## config.mk

```make
export PLATFORM = sky130hd
export DESIGN_NAME = spi_nand_cmd_bridge
export DESIGN_NICKNAME = d
export VERILOG_FILES = /design/src/rtl/snb_pkg.sv /design/src/rtl/snb_sync.sv /design/src/rtl/snb_spi_shift.sv /design/src/rtl/snb_cmd_fsm.sv /design/src/rtl/spi_nand_cmd_bridge.sv
export SDC_FILE = /design/constraint.sdc
export NUM_CORES = 1
export LEC_CHECK = 0
export BUFFER_PORTS_ARGS = -buffer_cell sky130_fd_sc_hd__buf_2
export CELL_PAD_IN_SITES_DETAIL_PLACEMENT = 0
export CELL_PAD_IN_SITES_GLOBAL_PLACEMENT = 1
export CORE_AREA = 3 3 98 100
export CTS_BUF_LIST = sky130_fd_sc_hd__clkbuf_4
export DETAILED_ROUTE_END_ITERATION = 16
export DIE_AREA = 0 0 101 103
export PLACE_DENSITY_LB_ADDON = 0.1
export SETUP_SLACK_MARGIN = 0.02
export SLEW_MARGIN = 40
export SYNTH_ARGS = -nofsm -noshare
export SYNTH_HDL_FRONTEND = slang
export SYNTH_SLANG_ARGS = --single-unit
export TNS_END_PERCENT = 10
```

## constraint.sdc

```tcl
create_clock -name clk -period 2.2 [get_ports clk]
set_input_delay 0.55 -clock clk [delete_from_list [all_inputs] [get_ports clk]]
set_output_delay 0.55 -clock clk [all_outputs]
set_load 0.005 [all_outputs]
```

## src/rtl/snb_pkg.sv

```systemverilog
package snb_pkg;

    localparam int BYTE_W = 8;
    typedef logic [BYTE_W-1:0] byte_t;

    localparam byte_t OP_WR_FLASH = 8'h08;
    localparam byte_t OP_SET_CFG  = 8'h09;
    localparam byte_t OP_RD_FLASH = 8'h0A;
    localparam byte_t OP_RD_ADDR  = 8'h0B;
    localparam byte_t OP_AUX_ON   = 8'h0C;
    localparam byte_t OP_AUX_OFF  = 8'h0D;

    typedef enum logic [2:0] {
        S_OPCODE,
        S_CFG,
        S_WR_FIRST,
        S_WR_STREAM,
        S_ADDR,
        S_GAP,
        S_RD_STREAM,
        S_DISCARD
    } cmd_state_e;

endpackage

```

## src/rtl/snb_sync.sv

```systemverilog
module snb_sync #(
    parameter int               WIDTH   = 1,
    parameter int               STAGES  = 2,
    parameter logic [WIDTH-1:0] RST_VAL = '0
) (
    input  logic             clk,
    input  logic             rst_n,
    input  logic [WIDTH-1:0] d,
    output logic [WIDTH-1:0] q
);

    logic [STAGES-1:0][WIDTH-1:0] stage_q;

    always_ff @(posedge clk or negedge rst_n) begin
        if (!rst_n) begin
            stage_q <= {STAGES{RST_VAL}};
        end else begin
            stage_q[0] <= d;
            for (int s = 1; s < STAGES; s++) begin
                stage_q[s] <= stage_q[s-1];
            end
        end
    end

    assign q = stage_q[STAGES-1];

endmodule

```

## src/rtl/snb_spi_shift.sv

```systemverilog
module snb_spi_shift #(
    parameter int W = 8
) (
    input  logic         clk,
    input  logic         rst_n,
    input  logic         sck,
    input  logic         sdi,
    input  logic         sel_n,
    input  logic [W-1:0] tx_byte,
    output logic [W-1:0] rx_byte,
    output logic         word_done,
    output logic         sdo
);

    localparam int CNT_W = $clog2(W);
    localparam logic [CNT_W-1:0] LAST_BIT = CNT_W'(W - 1);

    logic             sck_q;
    logic [CNT_W-1:0] bit_q;
    logic [W-1:0]     rx_sh;
    logic [W-1:0]     tx_sh;
    logic             rise;
    logic             fall;

    assign rise      = sck & ~sck_q;
    assign fall      = ~sck & sck_q;
    assign word_done = rise & ~sel_n & (bit_q == LAST_BIT);
    assign rx_byte   = {rx_sh[W-2:0], sdi};
    assign sdo       = tx_sh[W-1];

    always_ff @(posedge clk or negedge rst_n) begin
        if (!rst_n) begin
            sck_q <= 1'b0;
            bit_q <= '0;
            rx_sh <= '0;
            tx_sh <= '0;
        end else begin
            sck_q <= sck;
            if (sel_n) begin
                bit_q <= '0;
                rx_sh <= '0;
                tx_sh <= '0;
            end else begin
                if (rise) begin
                    rx_sh <= rx_byte;
                    bit_q <= (bit_q == LAST_BIT) ? '0 : bit_q + 1'b1;
                end
                if (word_done) begin
                    tx_sh <= tx_byte;
                end else if (fall && (bit_q != '0)) begin
                    tx_sh <= {tx_sh[W-2:0], 1'b0};
                end
            end
        end
    end

    // serial output is quiet while the frame is closed
    p_sdo_idle_r9: assert property (@(posedge clk) disable iff (!rst_n)
        sel_n |=> (sdo == 1'b0));

    // a byte completes on one cycle only
    p_done_pulse_r1: assert property (@(posedge clk) disable iff (!rst_n)
        word_done |=> !word_done);

endmodule

```

## src/rtl/snb_cmd_fsm.sv

```systemverilog
module snb_cmd_fsm
    import snb_pkg::*;
#(
    parameter int    ADDR_BYTES = 3,
    parameter byte_t CFG_RST    = 8'h1F
) (
    input  logic                    clk,
    input  logic                    rst_n,
    input  logic                    sel_n,
    input  logic                    word_done,
    input  byte_t                   rx_byte,
    output byte_t                   tx_byte,
    output logic                    rd_stb,
    input  byte_t                   rd_data,
    output logic                    wr_stb,
    output byte_t                   wr_data,
    output byte_t                   cfg,
    output logic                    led_n,
    output logic [ADDR_BYTES*8-1:0] addr
);

    localparam int ADDR_W = ADDR_BYTES * BYTE_W;
    localparam int ACNT_W = (ADDR_BYTES > 1) ? $clog2(ADDR_BYTES) : 1;
    localparam logic [ACNT_W-1:0] ACNT_LAST = ACNT_W'(ADDR_BYTES - 1);

    cmd_state_e        state_q, state_d;
    byte_t             cfg_q, hold_q, prefetch_q, wr_data_q;
    logic              led_q, rd_stb_q, wr_stb_q;
    logic [ADDR_W-1:0] addr_q, addr_sh_q;
    logic [ACNT_W-1:0] acnt_q;

    // state register
    always_ff @(posedge clk or negedge rst_n) begin
        if (!rst_n) begin
            state_q <= S_OPCODE;
        end else if (sel_n) begin
            state_q <= S_OPCODE;
        end else begin
            state_q <= state_d;
        end
    end

    // next-state decode, advanced once per completed byte
    always_comb begin
        state_d = state_q;
        if (word_done) begin
            unique case (state_q)
                S_OPCODE: begin
                    case (rx_byte)
                        OP_SET_CFG:  state_d = S_CFG;
                        OP_WR_FLASH: state_d = S_WR_FIRST;
                        OP_RD_FLASH: state_d = S_GAP;
                        OP_RD_ADDR:  state_d = S_ADDR;
                        default:     state_d = S_DISCARD;
                    endcase
                end
                S_CFG:       state_d = S_DISCARD;
                S_WR_FIRST:  state_d = S_WR_STREAM;
                S_WR_STREAM: state_d = S_WR_STREAM;
                S_ADDR:      state_d = (acnt_q == ACNT_LAST) ? S_GAP : S_ADDR;
                S_GAP:       state_d = S_RD_STREAM;
                S_RD_STREAM: state_d = S_RD_STREAM;
                S_DISCARD:   state_d = S_DISCARD;
            endcase
        end
    end

    // byte to shift out next: prefetched flash data in read phases
    always_comb begin
        tx_byte = '0;
        if (state_q == S_GAP || state_q == S_RD_STREAM) begin
            tx_byte = prefetch_q;
        end
    end

    // outputs and data path
    always_ff @(posedge clk or negedge rst_n) begin
        if (!rst_n) begin
            cfg_q      <= CFG_RST;
            led_q      <= 1'b1;
            addr_q     <= '0;
            addr_sh_q  <= '0;
            acnt_q     <= '0;
            hold_q     <= '0;
            prefetch_q <= '0;
            wr_data_q  <= '0;
            rd_stb_q   <= 1'b0;
            wr_stb_q   <= 1'b0;
        end else begin
            rd_stb_q <= 1'b0;
            wr_stb_q <= 1'b0;
            if (rd_stb_q) begin
                prefetch_q <= rd_data;
            end
            if (sel_n) begin
                acnt_q <= '0;
            end else if (word_done) begin
                unique case (state_q)
                    S_OPCODE: begin
                        if (rx_byte == OP_RD_FLASH) rd_stb_q <= 1'b1;
                        if (rx_byte == OP_AUX_ON)   led_q    <= 1'b0;
                        if (rx_byte == OP_AUX_OFF)  led_q    <= 1'b1;
                    end
                    S_CFG: cfg_q <= rx_byte;
                    S_WR_FIRST: hold_q <= rx_byte;
                    S_WR_STREAM: begin
                        wr_stb_q  <= 1'b1;
                        wr_data_q <= hold_q;
                        hold_q    <= rx_byte;
                    end
                    S_ADDR: begin
                        addr_sh_q <= {addr_sh_q[ADDR_W-BYTE_W-1:0], rx_byte};
                        if (acnt_q == ACNT_LAST) begin
                            addr_q   <= {addr_sh_q[ADDR_W-BYTE_W-1:0], rx_byte};
                            acnt_q   <= '0;
                            rd_stb_q <= 1'b1;
                        end else begin
                            acnt_q <= acnt_q + 1'b1;
                        end
                    end
                    S_GAP, S_RD_STREAM: rd_stb_q <= 1'b1;
                    S_DISCARD: ;
                endcase
            end
        end
    end

    assign cfg     = cfg_q;
    assign led_n   = led_q;
    assign addr    = addr_q;
    assign rd_stb  = rd_stb_q;
    assign wr_stb  = wr_stb_q;
    assign wr_data = wr_data_q;

    // a closed frame always leaves the decoder waiting for an opcode
    p_abort_r9: assert property (@(posedge clk) disable iff (!rst_n)
        sel_n |=> (state_q == S_OPCODE));

    // never read and write in the same cycle
    p_strobe_excl_r5: assert property (@(posedge clk) disable iff (!rst_n)
        !(rd_stb_q && wr_stb_q));

    // write strobe lasts one cycle
    p_wr_pulse_r5: assert property (@(posedge clk) disable iff (!rst_n)
        wr_stb_q |=> !wr_stb_q);

    // read strobe lasts one cycle
    p_rd_pulse_r8: assert property (@(posedge clk) disable iff (!rst_n)
        rd_stb_q |=> !rd_stb_q);

    // configuration only changes after the byte following its opcode
    p_cfg_src_r2: assert property (@(posedge clk) disable iff (!rst_n)
        (cfg_q != $past(cfg_q)) |-> ($past(state_q) == S_CFG));

    // the auxiliary LED only changes on an opcode byte
    p_led_src_r4: assert property (@(posedge clk) disable iff (!rst_n)
        (led_q != $past(led_q)) |-> ($past(state_q) == S_OPCODE));

    // the visible address only changes at the end of the address phase
    p_addr_src_r7: assert property (@(posedge clk) disable iff (!rst_n)
        (addr_q != $past(addr_q)) |-> ($past(state_q) == S_ADDR));

    // an ignored frame produces no strobes and zero output data
    p_discard_quiet_r10: assert property (@(posedge clk) disable iff (!rst_n)
        (state_q == S_DISCARD) |-> (!rd_stb_q && !wr_stb_q && tx_byte == '0));

endmodule

```

## src/rtl/spi_nand_cmd_bridge.sv

```systemverilog
module spi_nand_cmd_bridge #(
    parameter int          SYNC_STAGES = 2,
    parameter int          ADDR_BYTES  = 3,
    parameter logic [7:0]  CFG_RST     = 8'h1F
) (
    input  logic                    clk,
    input  logic                    rst_n,
    input  logic                    spi_sck,
    input  logic                    spi_sdi,
    input  logic                    spi_sel_n,
    output logic                    spi_sdo,
    output logic                    flash_rd_stb,
    input  logic [7:0]              flash_rd_data,
    output logic                    flash_wr_stb,
    output logic [7:0]              flash_wr_data,
    output logic [7:0]              cfg_out,
    output logic                    aux_led_n,
    output logic [ADDR_BYTES*8-1:0] fetch_addr
);

    import snb_pkg::*;

    logic [2:0] pins_s;
    logic       sck_s, sdi_s, sel_n_s;
    byte_t      rx_byte, tx_byte;
    logic       word_done;

    snb_sync #(
        .WIDTH   (3),
        .STAGES  (SYNC_STAGES),
        .RST_VAL (3'b001)
    ) u_sync (
        .clk   (clk),
        .rst_n (rst_n),
        .d     ({spi_sck, spi_sdi, spi_sel_n}),
        .q     (pins_s)
    );

    assign sck_s   = pins_s[2];
    assign sdi_s   = pins_s[1];
    assign sel_n_s = pins_s[0];

    snb_spi_shift #(
        .W (BYTE_W)
    ) u_shift (
        .clk       (clk),
        .rst_n     (rst_n),
        .sck       (sck_s),
        .sdi       (sdi_s),
        .sel_n     (sel_n_s),
        .tx_byte   (tx_byte),
        .rx_byte   (rx_byte),
        .word_done (word_done),
        .sdo       (spi_sdo)
    );

    snb_cmd_fsm #(
        .ADDR_BYTES (ADDR_BYTES),
        .CFG_RST    (CFG_RST)
    ) u_fsm (
        .clk       (clk),
        .rst_n     (rst_n),
        .sel_n     (sel_n_s),
        .word_done (word_done),
        .rx_byte   (rx_byte),
        .tx_byte   (tx_byte),
        .rd_stb    (flash_rd_stb),
        .rd_data   (flash_rd_data),
        .wr_stb    (flash_wr_stb),
        .wr_data   (flash_wr_data),
        .cfg       (cfg_out),
        .led_n     (aux_led_n),
        .addr      (fetch_addr)
    );

endmodule

```

==> Yosys cells after proc, flatten, opt, wreduce, memory -nomap -nowiden <==
Cells that the tools add are included.
{ "word_totals": {"output_inout_bits": 44, "reg_bits": 105, "word_cells": 88} }
{ "classes": {"bitwise_logic": 7, "n_mux": 28, "eq_ne": 15, "addsub": 2, "n_reduce_logical": 19} }
{ "op_table": {"columns": ["op", "count"], "rows": [
  ["$eq 8x4->1 const B", 6],
  ["$mux 8", 4],
  ["$eq 3x3->1 const B", 5],
  ["$mux 3", 5],
  ["$pmux 3 s5", 1],
  ["$mux 7", 2],
  ["$pmux 3 s4", 1],
  ["$reduce_and 3->1", 4],
  ["$mux 1", 10],
  ["$mux 2", 4],
  ["$reduce_and 4->1", 2],
  ["$reduce_bool 2->1", 4],
  ["$eq 3x2->1 const B", 2],
  ["$reduce_bool 3->1", 2],
  ["$reduce_or 2->1", 3],
  ["$and 1x1->1", 4],
  ["$add 3x1->3 const B", 1],
  ["$eq 3x1->1 const B", 1],
  ["$logic_not 3->1", 1],
  ["$not 1->1", 3],
  ["$pmux 1 s3", 1],
  ["$add 2x1->2 const B", 1],
  ["$eq 2x2->1 const B", 1],
  ["$reduce_and 2->1", 1],
  ["2 further kinds", 2]
]} }

==> Logic depth before layout (Yosys ltp) <==
Gate-level depths: netlist (run 1).
{ "depth": {"depth_word": 6, "depth_mapped": 7, "depth_no_buf": 5} }

==> Modules after synthesis <==
Synthesis (run 1) repeated with hierarchy kept, for this count alone.
{ "hier_totals": {"cells_unflattened": 320, "hier_area_um2": 4376.7} }
{ "modules_own_cells": {"columns": ["mod", "n_inst", "cells_each", "area_per_inst_um2"], "rows": [
  ["snb_cmd_fsm", 1, 218, 3250.6],
  ["snb_spi_shift", 1, 93, 950.9],
  ["snb_sync", 1, 9, 175.2]
]} }

==> Least setup slack after synthesis (run 1) <==
OpenSTA, ideal clock, no wires.
{ "synth_path": {"path_kind": "register -> register", "from": "register u_shift.bit_q[0]", "to": "register u_fsm.acnt_q[0]", "stages_incl_launch_ff": 8, "t_required_ns": 2.075, "arrival_ns": 1.830, "synth_period_minus_slack_ns": 1.955, "slack_ns": 0.245, "setup_time_ns": 0.125, "path_cell_list": "dfrtp_1 ha_1 ha_1 and4bb_2 buf_4 nand2_2 buf_6 mux2_2"} }
{ "synth_between": {"elab_chain_cells": 4} }
{ "synth_lines": {"columns": ["element", "line_no", "rtl"], "rows": [
  ["from (decl)", "snb_spi_shift.sv:19", "logic [CNT_W-1:0] bit_q;"],
  ["from (signal assigned)", "snb_spi_shift.sv:46", "bit_q <= (bit_q == LAST_BIT) ? '0 : bit_q + 1'b1;"],
  ["$eq 3x3->1", "snb_spi_shift.sv:27", "assign word_done = rise & ~sel_n & (bit_q == LAST_BIT);"],
  ["$and 1x1->1", "snb_spi_shift.sv:27", null],
  ["$reduce_bool 2->1 (no line)", null, null],
  ["$reduce_and 2->1 (no line)", null, null],
  ["to (signal assigned)", "snb_cmd_fsm.sv:118", "acnt_q <= acnt_q + 1'b1;"],
  ["to (decl)", "snb_cmd_fsm.sv:30", "logic [ACNT_W-1:0] acnt_q;"]
]} }
No other way between the ends.
A chain may end at the register's enable or synchronous reset.

==> Worst setup path in the final report (run 1) <==
{ "layout_path": {"from": "register u_shift.bit_q[0]", "to": "register u_fsm.addr_sh_q[6]"} }
{ "layout_between": {"elab_chain_cells": 3} }
{ "layout_lines": {"columns": ["element", "line_no", "rtl"], "rows": [
  ["$eq 3x3->1", "snb_spi_shift.sv:27", null],
  ["$and 1x1->1", "snb_spi_shift.sv:27", null],
  ["$reduce_and 3->1 (no line)", null, null],
  ["to (signal assigned)", "snb_cmd_fsm.sv:112", "addr_sh_q <= {addr_sh_q[ADDR_W-BYTE_W-1:0], rx_byte};"],
  ["to (decl)", "snb_cmd_fsm.sv:29", "logic [ADDR_W-1:0] addr_q, addr_sh_q;"]
]} }
No other way between the ends.

==> results.yml, run 1 <==
final_layout:
  antenna_cells: 0
  register_area_mm2: 0.00264
  n_fill_cell: 774
  layout-drive-gt1-share_pct: 46.0
  final_common_cell: "dfrtp_1"
  multi_input_area_mm2: 0.00151
  areaGrowthSynthToFinish_pct: 13.2
  final_cell_mix: "dfrtp_1 (97), mux2_2 (73), buf_2 (55)"
  nets: 383
drt:
  ant_nets: 0
  vias: 2568
  drt-total-wl_mm: 7.75
  via_per_inst: 5.35
  drcViolationCount: 0
  post_drt_wl_per_cell_um: 16.1
  drtPass1Iterations: 4
  dr.first_iter.drc_count: 92
pwr:
  switchingPower_uw: 744
  p_clk_share_pct: 31.0
  pwr_density_cell_mw_per_mm2: 616
  peakVddDrop_mv: 0.315
  intPower_mw: 2.23
  sw_frac_of_total_pct: 25.0
  pwr-share-comb_pct: 3.2
  share_seq_of_total_power_pct: 65.8
  leakagePower_nw: 2.49
global_route:
  grt_pass1_vias: 2492
  grt_max_degree: 48
  grt_pass1_wl_mm: 13.0
  grt_util_all_layers_pct: 16.3
  overflow: 0
  antenna_found_initial: 0
min_path:
  min_path_type: "primary input to flip-flop"
floorplan:
  chipWidth_um: 101
  die_area_mm2: 0.0104
  num_rows: 34
  fp.dieH_um: 103
  core_area_mm2: 0.00876
  pin_count: 57
  initial_utilization_pct: 48.6
placed_design:
  dp_slack_ns: 0.240
  gp_congestion: 0.763
  portBuffers: 56
  dpl.hpwl_mm: 5.27
timing:
  relSlewSlack_pct: 54.8
  hold_viol_final: 0
  post-route-min-period_ns: 1.97
  min_period_over_period_pct: 89.3
  max_slew.worst_pin.slew_ns: 0.674
  clock_skew_ns: 0.0290
  finalSetupTns_ns: 0
  fmax_mhz: 509
  setup_viol: 0
  fin_ws_ns: 0.235
  rsz0062_at_grt: "no"
  slew_violations: 0
yosys:
  synthesis.nets: 320
  synth_ff_type: "dfrtp_1"
  ys_seq_area_share_pct: 61.9
  muxShareOfSynthArea_pct: 19.8
  synth.distinct_cells: 46
  synth-simple-area-share_pct: 9.07
  synth_top_family_by_area: "multiplexers"
  synthAdderAreaFrac_pct: 1.12
  synth-xor-area-share_pct: 0.411
  ys_ff_latch: 105
  synth_compound_area_share_pct: 5.08
  synth-edff-count: 0
  yosys_warnings: 0
  ys_async_sr_fraction_pct: 100
  avgSynthCellArea_um2: 14.0
  synth_cells: 304
  syn_area_mm2: 0.00426
clocking:
  htree_levels: 3
  post_cts_resized: 0
  cts_sinks: 105
  clk_latency_ns: 0.46
  clk_pin_slew_ns: 0.15
  root_buffer: "clkbuf_4"
  cts_buffers: 9
  post_cts_buffers: 0
  tritoncts: "done"
  hold_buffers: 1
  cts_buffer_depth: 2
setup_path:
  cp_data_required_time_ns: 2.53
  startpoint_type: "flip-flop"
  worstPathMaxFanout: 17
  path_common_cell: "ha_1"
  cp.arrival_ns: 2.30
  end_kind: "flip-flop"
  crit_path_cell_trace: "ha_1 -> ha_1 -> and4bb_2 -> nand2_2 -> mux2_2"
  slowest_stage: "dfrtp_1"
  critical_path.max_stage_delay_ns: 0.44
  path_class: "flip-flop to flip-flop"
job:
  cap_violations: 0
status:
  status: "finished, final reports clean"
[power groups by stage]
stage	combinational [mW]	sequential, mW	clock, mW
after global placement	0.0964	1.99	0
after detailed placement	0.0982	1.99	0
final	0.0960	1.95	0.921
after floorplan	0.0327	1.98	0
after CTS	0.0996	1.95	0.959
after global routing	0.111	1.96	1.05
[cells in the mapped netlist, types with 2 or more instances]
master	instances	area [µm²]
clkbuf_1	9	33.8
buf_2	2	10.0
nor2b_1	7	43.8
a211oi_1	3	22.5
inv_1	4	15.0
dfrtp_1	97	2430
o31ai_1	2	15.0
ha_1	3	37.5
buf_6	3	33.8
dfstp_2	8	210
and3b_1	2	17.5
nand2_1	26	97.6
xnor2_1	2	17.5
nor2_1	6	22.5
a221o_1	7	70.1
mux2_2	73	822
nand3_2	2	20.0
nor3_1	8	40.0
a21oi_1	10	50.1
buf_4	2	15.0
nand2b_1	3	18.8
[cell families after synthesis]
logic type | count (synthesis)
and+or+nand+nor | 68
xor gates and xnor gates | 2
AOI/OAI and AO/OA | 29
buffers and inverters | 21
adders and majority gates | 4
muxes | 75
DFF | 105
[path summary, 6_finish.rpt]
path	start	depth (start not counted)	slack [ns]	end
worst max-delay path	u_shift.bit_q[0]	5	0.23	u_fsm.addr_sh_q[6]
worst min-delay path	spi_sel_n	1	0.18	u_sync.stage_q[0]
worst max register to register	u_shift.bit_q[0]	5	0.23	u_fsm.addr_sh_q[6]
max in group asynchronous	rst_n	3	0.97	u_fsm.cfg[2]
worst min register to register	u_sync.stage_q[0]	0	0.37	u_sync.q[0]
min in group asynchronous	rst_n	2	0.54	u_fsm.addr[19]
[through the flow]
stage	cell area (µm²)	util [%]	std cells	total power [mW]	hold slack, ns
after floorplan	4260	-	304	2.02	0.254
final	4820	55.0	480	2.97	0.183
after detailed placement	4680	53.5	463	2.09	0.339
after global placement	4680	53.5	463	2.09	0.334
after global routing	4820	55.0	480	3.12	0.148
after CTS	4820	55.0	480	3.01	0.152
[per-layer routing]
layer / part of all wire (%) / routed length, µm / track usage, % / up-vias
met4: 1.8 / 140 / 6.65 / 0
met1: 48 / 3730 / 23.5 / 1304
met2: 47 / 3610 / 25.0 / 44
met5: 0 / 0 / 0 / -
li1: - / - / - / 1208
met3: 3.5 / 271 / 2.50 / 12
[cell type report]
| type | instances | share of cell area (%) |
|---|---|---|
| clock buffers | 9 | 1.40 |
| clock inverters | 7 | 1.22 |
| inverters | 4 | 0.311 |
| multi-input cells | 178 | 31.4 |
| flip-flops and latches | 105 | 54.7 |
| well taps | 108 | 2.80 |
| repair buffers | 69 | 8.20 |
[worst max-delay path, delay by kind of cell, from the launching register on]
family        cells  cell delay, ns
mux               1            0.38
flops             1            0.44
fa+ha+maj         2            0.39
simple gates      2            0.64
[flip-flops by register name (all words and copies together), names as in the netlist]
signal	flops
u_fsm.acnt_q	2
u_fsm.addr	24
u_fsm.prefetch_q	8
u_fsm.hold_q	8
u_sync.stage_q	3
u_fsm.led_n	1
u_fsm.wr_stb	1
u_shift.bit_q	3
u_sync.q	3
u_shift.rx_sh	7
u_fsm.wr_data	8
u_fsm.rd_stb	1
u_fsm.addr_sh_q	16
u_shift.tx_sh	8
u_fsm.cfg	8
u_shift.sck_q	1
u_fsm.state_q	3
Power figures use the tool's default switching activity.
==> run 2, diff against run 1 <==
--- a/config.mk
+++ b/config.mk
@@ -6,12 +6,13 @@
 export NUM_CORES = 1
 export LEC_CHECK = 0
 export BUFFER_PORTS_ARGS = -buffer_cell sky130_fd_sc_hd__buf_2
+export CAP_MARGIN = 20
 export CELL_PAD_IN_SITES_DETAIL_PLACEMENT = 0
 export CELL_PAD_IN_SITES_GLOBAL_PLACEMENT = 1
-export CORE_AREA = 3 3 98 100
+export CORE_AREA = 3 3 136 72
 export CTS_BUF_LIST = sky130_fd_sc_hd__clkbuf_4
 export DETAILED_ROUTE_END_ITERATION = 16
-export DIE_AREA = 0 0 101 103
+export DIE_AREA = 0 0 139 75
 export PLACE_DENSITY_LB_ADDON = 0.1
 export SETUP_SLACK_MARGIN = 0.02
 export SLEW_MARGIN = 40
==> run 2 against run 1 <==
Net effect: hold slack gained 0.0031 ns; clock skew shrank 0.0059 ns; worst setup slack lost 0.030 ns; wire length grew 2.9%; first-iteration DRC count grew 33%; final area shrank 0.10%; die area grew 0.21%; count of clock-buffer cells in the layout grew 1; sequential share of layout area grew 0.057 points; sequential power is essentially flat; register-to-register slack lost 0.03 ns.
==> results.yml, run 2 (synthesized netlist as in run 1, its figures left out) <==
status:
  status: "finished, final reports clean"
clocking:
  root_buffer: "clkbuf_4"
  htree_levels: 3
  clk_pin_slew_ns: 0.15
  cts_sinks: 105
  tritoncts: "done"
  cts_buffers: 9
  clk_latency_ns: 0.46
  cts_buffer_depth: 2
setup_path:
  crit_path_cell_trace: "ha_1 -> ha_1 -> and4bb_2 -> nand2_2 -> mux2_2"
  slowest_stage: "dfrtp_1"
  path_common_cell: "ha_1"
  cp.arrival_ns: 2.34
  end_kind: "flip-flop"
  cp-startpoint: "u_shift.bit_q[0]"
  worstReg2RegStart: "u_shift.bit_q[0]"
  startpoint_type: "flip-flop"
  worstPathMaxFanout: 17
  critical_path.max_stage_delay_ns: 0.44
  path_class: "flip-flop to flip-flop"
  cp_data_required_time_ns: 2.55
timing:
  rsz0062_at_grt: "no"
  setup_viol: 0
  clock_skew_ns: 0.0231
  finalSetupTns_ns: 0
  max_slew.worst_pin.slew_ns: 0.655
  relSlewSlack_pct: 56.0
  post-route-min-period_ns: 2.00
  fmax_mhz: 501
  hold_viol_final: 0
  min_period_over_period_pct: 90.7
  slew_violations: 0
drt:
  vias: 2525
  via_per_inst: 5.23
  drt-total-wl_mm: 7.97
  wirelength_met1_mm: 3.81
  drtPass1Iterations: 4
  ant_nets: 0
  wl_met3_um: 411
  drcViolationCount: 0
  top_layer_used: "met4"
  dr.first_iter.drc_count: 122
  dr_wl_met2_mm: 3.69
  post_drt_wl_per_cell_um: 16.5
final_layout:
  layout-drive-gt1-share_pct: 45.1
  final_common_cell: "dfrtp_1"
  antenna_cells: 0
  largest_register_ffs: 24
  areaGrowthSynthToFinish_pct: 13.0
  final_cell_mix: "dfrtp_1 (97), mux2_2 (73), buf_2 (55)"
  nets: 377
global_route:
  grt_max_degree: 38
  overflow: 0
  grt_pass1_wl_mm: 13.1
  grt_pass1_vias: 2622
  grt_util_all_layers_pct: 16.2
  antenna_found_initial: 0
pwr:
  peakVddDrop_mv: 0.364
  power_mw: 3.04
  leakagePower_nw: 2.47
  pwr_density_cell_mw_per_mm2: 631
placed_design:
  dpl.hpwl_mm: 5.57
  portBuffers: 56
  gp_congestion: 0.769
floorplan:
  fp.dieH_um: 75
  pin_count: 57
  num_rows: 24
  core_area_mm2: 0.00865
  chipWidth_um: 139
  initial_utilization_pct: 49.3
  die_area_mm2: 0.0104
min_path:
  min_path_type: "primary input to flip-flop"
  hold_start: "spi_sel_n"
job:
  cap_violations: 0
## run 2: worst paths after layout
check	depth (start not counted)	to	slack, ns
worst min-delay path	1	u_sync.stage_q[0]	0.19
worst max register to register	5	u_fsm.addr_sh_q[12]	0.20
worst min register to register	0	u_sync.q[2]	0.37
max in group asynchronous	3	u_sync.stage_q[0]	0.99
worst max-delay path	5	u_fsm.addr_sh_q[12]	0.20
min in group asynchronous	2	u_shift.rx_sh[3]	0.57
## run 2: repair_timing
action	CTS	global route
buffers inserted	0	0
resized for setup	0	0
endpoints found under the hold margin	1	0
hold buffers	1	0
## run 2: power by group
part	internal [mW]	total (mW)	switching, mW
Sequential	1.94	1.96	0.0158
Clock	0.366	0.992	0.625
Combinational	0.0298	0.0908	0.0610
Total	2.34	3.04	0.702
## run 2: metrics by stage
step	util [%]	hold slack (ns)	area (µm²)	worst slack (ns)	instances
2_1_floorplan	-	0.254	4260	0.245	304
3_3_place_gp	53.9	0.332	4660	0.279	466
3_5_place_dp	53.9	0.335	4660	0.205	466
4_1_cts	55.7	0.148	4820	0.195	483
5_1_grt	55.7	0.142	4820	0.126	483
6_report	55.7	0.186	4820	0.204	483
## run 2: critical path, delay by kind of cell (launching register included)
kind / cells / cell delay [ns]
adder cells (fa/ha/maj): 2 / 0.41
flip-flops: 1 / 0.44
AND/OR/NAND/NOR: 2 / 0.66
multiplexers: 1 / 0.39
## run 2: cell type report
cell class              instances  area [µm²]
clock buffers                  10        75.1
clock inverters                 6        67.6
repair buffers                 63         363
fillers                       747        3830
multi-input cells             178        1510
flip-flops and latches        105        2640
well taps                     117         146
inverters                       4        15.0
## run 2: routing by layer
layer	vias up	GRT usage, %
met3	5	5.33
met1	1278	21.0
met4	0	6.07
li1	1189	-
met2	53	26.2
met5	-	0
==> run 3, diff against run 2 <==
--- a/config.mk
+++ b/config.mk
@@ -7,13 +7,11 @@
 export LEC_CHECK = 0
 export BUFFER_PORTS_ARGS = -buffer_cell sky130_fd_sc_hd__buf_2
 export CAP_MARGIN = 20
-export CELL_PAD_IN_SITES_DETAIL_PLACEMENT = 0
-export CELL_PAD_IN_SITES_GLOBAL_PLACEMENT = 1
-export CORE_AREA = 3 3 136 72
+export CORE_AREA = 3 3 133 71
 export CTS_BUF_LIST = sky130_fd_sc_hd__clkbuf_4
 export DETAILED_ROUTE_END_ITERATION = 16
-export DIE_AREA = 0 0 139 75
-export PLACE_DENSITY_LB_ADDON = 0.1
+export DIE_AREA = 0 0 136 74
+export PLACE_DENSITY = 0.71
 export SETUP_SLACK_MARGIN = 0.02
 export SLEW_MARGIN = 40
 export SYNTH_ARGS = -nofsm -noshare
==> constraint.sdc (replaced) <==
create_clock -name clk -period 1.95 [get_ports clk]
set_input_delay 0.4875 -clock clk [delete_from_list [all_inputs] [get_ports clk]]
set_output_delay 0.4875 -clock clk [all_outputs]
set_load 0.005 [all_outputs]
==> run 3 against run 2 <==
Net effect: via count is 3.6% higher; non-clock buffer count is 8 higher; largest power group unchanged; fmax is 8.4% higher; critical endpoint is now u_fsm.cfg[6]; count of clock-buffer cells in the layout is 2 higher; critical path type unchanged; critical path depth stayed put; clock skew is 0.013 ns lower; cell count is 1.7% higher; sequential share of layout area is 0.85 points lower; final area is 1.6% higher; total power is 12% higher.
==> results.yml, run 3 (synthesized netlist as in run 1, its figures left out) <==
status:
  status: "finished, final reports clean"
global_route:
  grt_pass1_wl_mm: 13.2
  grt_pass1_vias: 2558
  antenna_found_initial: 0
  overflow: 0
  grt_util_all_layers_pct: 17.4
  grt_max_degree: 45
timing:
  fmax_mhz: 543
  rsz0062_at_grt: "yes"
  fin_worst_hold_slack_ns: 0.110
  min_period_over_period_pct: 94.4
  hold_viol_final: 0
  finalSetupTns_ns: 0
  relSlewSlack_pct: 67.2
  slew_violations: 0
  max_slew.worst_pin.slew_ns: 0.484
  clock_skew_ns: 0.0104
  post-route-min-period_ns: 1.84
  setup_viol: 0
drt:
  via_per_inst: 5.33
  dr.first_iter.drc_count: 121
  drt-total-wl_mm: 7.94
  drcViolationCount: 0
  vias: 2616
  ant_nets: 0
  drtPass1Iterations: 4
  post_drt_wl_per_cell_um: 16.2
setup_path:
  cp.arrival_ns: 2.19
  end_kind: "flip-flop"
  startpoint_type: "flip-flop"
  path_class: "flip-flop to flip-flop"
  cp.depth: 5
  crit_path_cell_trace: "ha_1 -> ha_1 -> and4bb_4 -> nand3_2 -> mux2_2"
  path_common_cell: "ha_1"
  path_delay_family: "simple AND/OR/NAND/NOR gates"
  cp_data_required_time_ns: 2.30
  slowest_stage: "dfrtp_1"
  worstPathMaxFanout: 8
  critical_path.max_stage_delay_ns: 0.41
  r2r_cells: 5
  crit_buf_inv: 0
clocking:
  clk_latency_ns: 0.45
  clk_pin_slew_ns: 0.14
  cts_sinks: 105
  htree_levels: 3
  cts_buffer_depth: 2
  tritoncts: "done"
  cts_buffers: 9
  root_buffer: "clkbuf_4"
final_layout:
  final_common_cell: "dfrtp_1"
  fin_cells: 491
  layout-drive-gt1-share_pct: 46.8
  final_cell_mix: "dfrtp_1 (97), mux2_2 (73), buf_2 (55)"
  nets: 385
  areaGrowthSynthToFinish_pct: 14.8
  antenna_cells: 0
  largest_register_ffs: 24
job:
  cap_violations: 0
floorplan:
  pin_count: 57
  fp.dieH_um: 74
  chipWidth_um: 136
  die_area_mm2: 0.0101
  core_area_mm2: 0.00847
  initial_utilization_pct: 50.3
  num_rows: 24
pwr:
  leakagePower_nw: 2.54
  peakVddDrop_mv: 0.429
  pwr_density_cell_mw_per_mm2: 694
placed_design:
  dp_cells: 474
  dpl.hpwl_mm: 5.63
  gp_congestion: 0.778
  portBuffers: 56
min_path:
  min_path_type: "primary input to flip-flop"
  hold_depth: 1
## run 3: metrics by stage
step	total power, mW	area (µm²)	setup WS [ns]	util (%)
after floorplan	2.27	4270	0.0102	-
after global placement	2.36	4740	0.0867	56.0
after detailed placement	2.36	4740	0.0355	56.0
after CTS	3.44	4890	0.0265	57.7
after global routing	3.56	4890	0.00118	57.8
final	3.40	4890	0.108	57.8
## run 3: timing repair
action,in CTS,in global routing
gates resized for setup,0,2
endpoints found under the hold margin,31,0
hold buffers,1,0
setup buffers,0,0
setup endpoints to repair,0,65
## run 3: final timing paths
path,startpoint,endpoint,slack [ns]
min in group asynchronous,rst_n,u_fsm.wr_data[6],0.50
worst max-delay path,u_shift.bit_q[0],u_fsm.cfg[6],0.11
worst min register to register,u_sync.stage_q[0],u_sync.q[0],0.37
worst min-delay path,spi_sel_n,u_sync.stage_q[0],0.11
worst max register to register,u_shift.bit_q[0],u_fsm.cfg[6],0.11
max in group asynchronous,rst_n,u_fsm.cfg[4],0.80
## run 3: cell type report
| type | count | area (µm²) |
|---|---|---|
| multi-input combinational | 178 | 1520 |
| sequential | 105 | 2640 |
| clock buffer | 12 | 90.1 |
| tap | 117 | 146 |
| fill | 717 | 3580 |
| clock inverter | 4 | 45.0 |
| inverter | 4 | 15.0 |
| timing repair buffer | 71 | 435 |
## run 3: where the power goes
group	switching (mW)	internal (mW)	total, mW	leakage [nW]
Sequential	0.0112	2.19	2.20	1.43
Combinational	0.0769	0.0380	0.115	1.03
Clock	0.650	0.430	1.08	0.0811
## run 3: routing by layer
metal	up-vias	GRT usage (%)	part of all wire (%)
met5	-	0	0
met4	0	6.03	1.1
met3	9	5.61	6.5
met2	57	24.3	44
met1	1339	25.8	49
li1	1211	-	-
